[src/rtl/stobs_pkg.sv]
package stobs_pkg;

  // Internal two-bit cell mode; the encoding is shared by every cell
  typedef enum logic [1:0] {
    MODE_SCAN  = 2'b00,
    MODE_CLEAR = 2'b01,
    MODE_SIGN  = 2'b10,
    MODE_LOAD  = 2'b11
  } cell_mode_e;

  // Source of the first cell's serial input
  typedef enum logic {
    SRC_SCAN     = 1'b0,
    SRC_FEEDBACK = 1'b1
  } first_src_e;

  // Session codes seen at the block's edge
  localparam logic [2:0] SESS_LOAD  = 3'b000;
  localparam logic [2:0] SESS_CLEAR = 3'b001;
  localparam logic [2:0] SESS_SCAN  = 3'b010;
  localparam logic [2:0] SESS_PRPG  = 3'b011;
  localparam logic [2:0] SESS_SIGN  = 3'b100;

  typedef struct packed {
    cell_mode_e mode;
    first_src_e src;
    logic       upd;
    logic       zero_data;
  } sess_ctrl_t;

  // Next value of one cell given its mode, data bit and serial input
  function automatic logic cell_next(cell_mode_e m, logic d, logic ser);
    logic r;
    case (m)
      MODE_LOAD:  r = d;
      MODE_CLEAR: r = 1'b0;
      MODE_SCAN:  r = ser;
      MODE_SIGN:  r = d ^ ser;
      default:    r = d;
    endcase
    return r;
  endfunction

endpackage

[src/rtl/stobs_session_dec.sv]
module stobs_session_dec
  import stobs_pkg::*;
(
  input  logic [2:0]  code,
  output sess_ctrl_t  ctrl
);

  always_comb begin
    ctrl.mode      = MODE_LOAD;
    ctrl.src       = SRC_SCAN;
    ctrl.upd       = 1'b1;
    ctrl.zero_data = 1'b0;
    case (code)
      SESS_LOAD:  ctrl.mode = MODE_LOAD;
      SESS_CLEAR: ctrl.mode = MODE_CLEAR;
      SESS_SCAN: begin
        ctrl.mode = MODE_SCAN;
        ctrl.src  = SRC_SCAN;
      end
      SESS_PRPG: begin
        ctrl.mode      = MODE_SIGN;
        ctrl.src       = SRC_FEEDBACK;
        ctrl.zero_data = 1'b1;
      end
      SESS_SIGN: begin
        ctrl.mode = MODE_SIGN;
        ctrl.src  = SRC_FEEDBACK;
      end
      default:    ctrl.upd = 1'b0;
    endcase
  end

endmodule

[src/rtl/stobs_feedback.sv]
module stobs_feedback #(
  parameter int              N    = 4,
  parameter logic [N-1:0]    TAPS = 4'b1100
) (
  input  logic [N-1:0] state,
  output logic         fb
);

  // XOR reduction built as a chain over the tapped cells
  logic [N:0] chain;
  assign chain[0] = 1'b0;

  for (genvar i = 0; i < N; i++) begin : g_tap
    if (TAPS[i]) begin : g_on
      assign chain[i+1] = chain[i] ^ state[i];
    end else begin : g_off
      assign chain[i+1] = chain[i];
    end
  end

  assign fb = chain[N];

endmodule

[src/rtl/stobs_cell_array.sv]
module stobs_cell_array
  import stobs_pkg::*;
#(
  parameter int N = 4
) (
  input  logic        clk,
  input  logic        rst,
  input  logic        upd,
  input  cell_mode_e  mode,
  input  logic        first_in,
  input  logic [N-1:0] d,
  output logic [N-1:0] q
);

  logic [N-1:0] ser;
  logic [N-1:0] nxt;

  for (genvar i = 0; i < N; i++) begin : g_cell
    if (i == 0) begin : g_head
      assign ser[i] = first_in;
    end else begin : g_body
      assign ser[i] = q[i-1];
    end
    assign nxt[i] = cell_next(mode, d[i], ser[i]);
  end

  always_ff @(posedge clk) begin
    if (rst) begin
      q <= '0;
    end else if (upd) begin
      q <= nxt;
    end
  end

endmodule

[src/rtl/stobs_register.sv]
module stobs_register
  import stobs_pkg::*;
#(
  parameter int           N    = 4,
  parameter logic [N-1:0] TAPS = 4'b1100
) (
  input  logic         clk,
  input  logic         rst,
  input  logic         clk_en,
  input  logic [2:0]   sess_code,
  input  logic [N-1:0] par_d,
  input  logic         scan_in,
  output logic [N-1:0] q,
  output logic         scan_out
);

  localparam int LAST = N - 1;

  sess_ctrl_t   ctrl;
  logic         fb;
  logic         first_in;
  logic [N-1:0] d_eff;
  logic         upd;

  stobs_session_dec u_dec (
    .code (sess_code),
    .ctrl (ctrl)
  );

  stobs_feedback #(.N(N), .TAPS(TAPS)) u_fb (
    .state (q),
    .fb    (fb)
  );

  assign d_eff    = ctrl.zero_data ? '0 : par_d;
  assign first_in = (ctrl.src == SRC_FEEDBACK) ? fb : scan_in;
  assign upd      = clk_en & ctrl.upd;

  stobs_cell_array #(.N(N)) u_cells (
    .clk      (clk),
    .rst      (rst),
    .upd      (upd),
    .mode     (ctrl.mode),
    .first_in (first_in),
    .d        (d_eff),
    .q        (q)
  );

  assign scan_out = q[LAST];

endmodule

[config.mk]
export PLATFORM = sky130hd
export DESIGN_NAME = stobs_register
export DESIGN_NICKNAME = d
export VERILOG_FILES = /design/src/rtl/stobs_pkg.sv /design/src/rtl/stobs_session_dec.sv /design/src/rtl/stobs_feedback.sv /design/src/rtl/stobs_cell_array.sv /design/src/rtl/stobs_register.sv
export SDC_FILE = /design/constraint.sdc
export NUM_CORES = 1
export LEC_CHECK = 0
export BUFFER_PORTS_ARGS = -buffer_cell sky130_fd_sc_hd__buf_2
export CORE_AREA = 8 8 45 47
export DETAILED_ROUTE_END_ITERATION = 7
export DIE_AREA = 0 0 53 55
export HOLD_SLACK_MARGIN = 0.08
export SYNTH_ARGS = -nofsm -noshare
export SYNTH_HDL_FRONTEND = slang
export SYNTH_SLANG_ARGS = --single-unit
[constraint.sdc]
create_clock -name clk -period 1.6 [get_ports clk]
set_clock_uncertainty 0.05 [all_clocks]
set_input_delay 0.32 -clock clk [delete_from_list [all_inputs] [get_ports clk]]
set_output_delay 0.32 -clock clk [all_outputs]
set_load 0.02 [all_outputs]
==> summary.md <==
| Metric | Value |
|---|---|
| Cell leakage power | `0.189 nW` |
| M1 WL | `423 um` |
| Start-to-end type of the worst setup path | `in -> reg` |
| Starting DRC count in detailed routing | `3` |
| Synth top area cells | `sky130_fd_sc_hd__dfxtp_1 22%, sky130_fd_sc_hd__nor2_1 9.4%, sky130_fd_sc_hd__mux2_2 9.4%, sky130_fd_sc_hd__nor2b_1 7.0%, sky130_fd_sc_hd__o22ai_1 7.0%` |
| Worst Setup End Kind | `flip-flop` |
| Total number of clock tree sinks | `4` |
| Required time worst endpoint | `1700 ps` |
| Worst setup slack for register-to-register paths | `370 ps` |
| Avg WL per Cell | `11.5 um` |
| Initial antenna violation count | `0` |
| Pwr per Cell Area | `747 nW/um2` |
| Largest register by flop count | `u_cells.q` |
| Wire length of the first global-routing pass | `1470 um` |
| Detail Route Antenna Nets | `0` |
| Bufs on Longest Clock Path | `2` |
| Initial Utilization | `25.9%` |
| Gr ovfl total | `0` |
| Max Freq | `796 MHz` |
| Count of endpoints failing setup in the final report | `0` |
| Die area | `2920 um2` |
| Synthesized net count | `59` |
| Max Slew Vio Count | `0` |
| DPL Wire Length | `737 um` |
| Regs by FF count | `u_cells.q x4` |
| Routability congestion estimate | `0.802` |
| Resized cells post-CTS | `0` |
| Number of ports placed on the die boundary | `16` |
| Setup repair bufs after CTS | `0` |
| Post-synthesis average cell area | `7.48 um2` |
| Clock insertion delay at the later pin of the skew report | `230 ps` |
| Synth-to-Final Area Change | `30.7%` |
| Worst Setup Start Kind | `input pin` |
| DIE WIDTH | `53 um` |
| Slew at the pin closest to its max-slew limit | `285 ps` |
| Maximum vdd ir drop | `0.140 mV` |
| Cell area after technology mapping | `359 um2` |
| Unique cell type count in the Yosys netlist | `19` |
| # rows | `14` |
| Overall global routing resource usage | `6.77%` |
| Vert. Die Dim | `55 um` |
| Worst EP arrival | `1350 ps` |
| Min cycle time layout | `1260 ps` |
| Quantity of I/O buffers inserted on ports | `15` |
| Synth top area share | `22.3%` |
| Setup TNS | `0 ps` |
| DR DRC count | `0` |
| Total design power | `0.351 mW` |
| Cts bufs inserted | `3` |
| Number of storage elements in the synthesis netlist | `4` |
| Final hold vios | `0` |
| Number of standard cells after synthesis | `48` |
| Number of inserted diodes | `0` |
| Drt pass-1 iters | `4` |
| Core area | `1380 um2` |
| Pin count of the biggest net entering global routing | `12` |
| Clock tree from TritonCTS | `yes` |
| Max Cap Viol | `0` |
| Root Buffer | `sky130_fd_sc_hd__clkbuf_4` |
| Status | `finished clean` |
| Reg clk slew, reported paths | `40 ps` |
| HP Class | `in -> reg` |
| Routed Wire Length | `920 um` |
| CTS H-Tree Depth | `1` |
| DR WL met2 | `386 um` |
| Unrepaired setup endpoints after global routing | `no` |
| Wire length on met3 | `102 um` |
| Routed vias/inst | `4.55` |
| Top cell type by total area after synthesis | `sky130_fd_sc_hd__dfxtp_1` |
| Number of warnings reported in the yosys synthesis log | `0` |
| Final cycle utilization of the critical path | `78.5%` |
| Number of flip-flops under the largest register name | `4` |
| Vias | `364` |
| Final-stage net count | `77` |
| Hold-fix buffer count after cts | `0` |
| Seq/Total Area, Yosys | `22.3%` |
| Layout cell share with drive strength beyond 1 | `40.6%` |
| Highest metal layer with signal wires | `met4` |
| Largest fanout on the critical path | `11` |
| Number of global-route vias before repair | `351` |
| Relative slew slack | `80.9%` |
-- cell families (layout without fill, tap and decap cells) --
kind of cell	after synthesis	after routing	share of synthesized area, %
multiplexers	3	3	9.41
flip-flops	4	4	22.3
buffers and inverters	4	20	6.27
AO/OA/AOI/OAI	11	11	22.6
XOR/XNOR	2	2	4.88
AND/OR/NAND/NOR	24	24	34.5
-- report_power, final --
| group | switching [mW] | internal [mW] |
|---|---|---|
| clock | 0.0409 | 0.0839 |
| sequential | 0.00919 | 0.108 |
| combinational | 0.0575 | 0.0510 |
-- Yosys cell counts, drive strengths merged --
master,number
a311oi,1
nor3,3
a21oi,1
nand4bb,1
nand2,4
o22ai,4
dfxtp,4
a211oi,3
xnor2,2
nor2b,4
buf,4
o21ai,2
nor2,9
or3b,1
nand2b,1
mux2,3
and2,1
-- layout by cell type (no fill, tap or decap) --
cell type,count
sky130_fd_sc_hd__nor2b_1,4
sky130_fd_sc_hd__o21ai_0,1
sky130_fd_sc_hd__nor3_1,3
sky130_fd_sc_hd__o21ai_1,1
sky130_fd_sc_hd__nand4bb_1,1
sky130_fd_sc_hd__a311oi_2,1
sky130_fd_sc_hd__a211oi_1,3
sky130_fd_sc_hd__nor2_1,9
sky130_fd_sc_hd__clkbuf_4,3
sky130_fd_sc_hd__buf_2,15
sky130_fd_sc_hd__mux2_2,3
sky130_fd_sc_hd__xnor2_1,2
sky130_fd_sc_hd__dfxtp_1,4
sky130_fd_sc_hd__or3b_4,1
sky130_fd_sc_hd__nand2_1,4
sky130_fd_sc_hd__buf_4,2
sky130_fd_sc_hd__and2_1,1
sky130_fd_sc_hd__o22ai_1,4
sky130_fd_sc_hd__nand2b_1,1
sky130_fd_sc_hd__a21oi_2,1
-- worst paths after layout --
path / start / endpoint / depth (start not counted)
worst min-delay path: rst / u_cells.q[0] / 2
worst min register to register: u_cells.q[1] / u_cells.q[1] / 2
worst max register to register: u_cells.q[2] / u_cells.q[0] / 4
worst max-delay path: sess_code[0] / u_cells.q[0] / 5
-- cell type report --
| type | count | area, um2 |
|---|---|---|
| multi-input cells | 40 | 256 |
| clock buffers | 3 | 22.5 |
| well taps | 16 | 20.0 |
| flip-flops and latches | 4 | 80.1 |
| repair buffers | 17 | 90.1 |
| fillers | 150 | 915 |
-- through the flow --
stage	utilization (%)	worst slack, ps	cell area (um2)	hold WS [ps]	std cells
2_1_floorplan	-	299	359	338	48
3_3_place_gp	32.3	132	447	468	77
3_5_place_dp	32.3	104	447	475	77
4_1_cts	33.9	350	469	248	80
5_1_grt	33.9	287	469	265	80
6_report	33.9	344	469	259	80
-- worst max-delay path, stage by stage --
cell	delay, ps
sky130_fd_sc_hd__buf_2	170
sky130_fd_sc_hd__or3b_4	400
sky130_fd_sc_hd__o22ai_1	150
sky130_fd_sc_hd__o21ai_1	90
sky130_fd_sc_hd__a311oi_2	220
-- routing by layer --
layer	track usage, %	vias up
met3	1.87	2
met5	0	-
met2	10.5	10
met1	7.27	151
met4	6.47	0
li1	-	201
No activity file was read; power rests on OpenSTA's default activity.
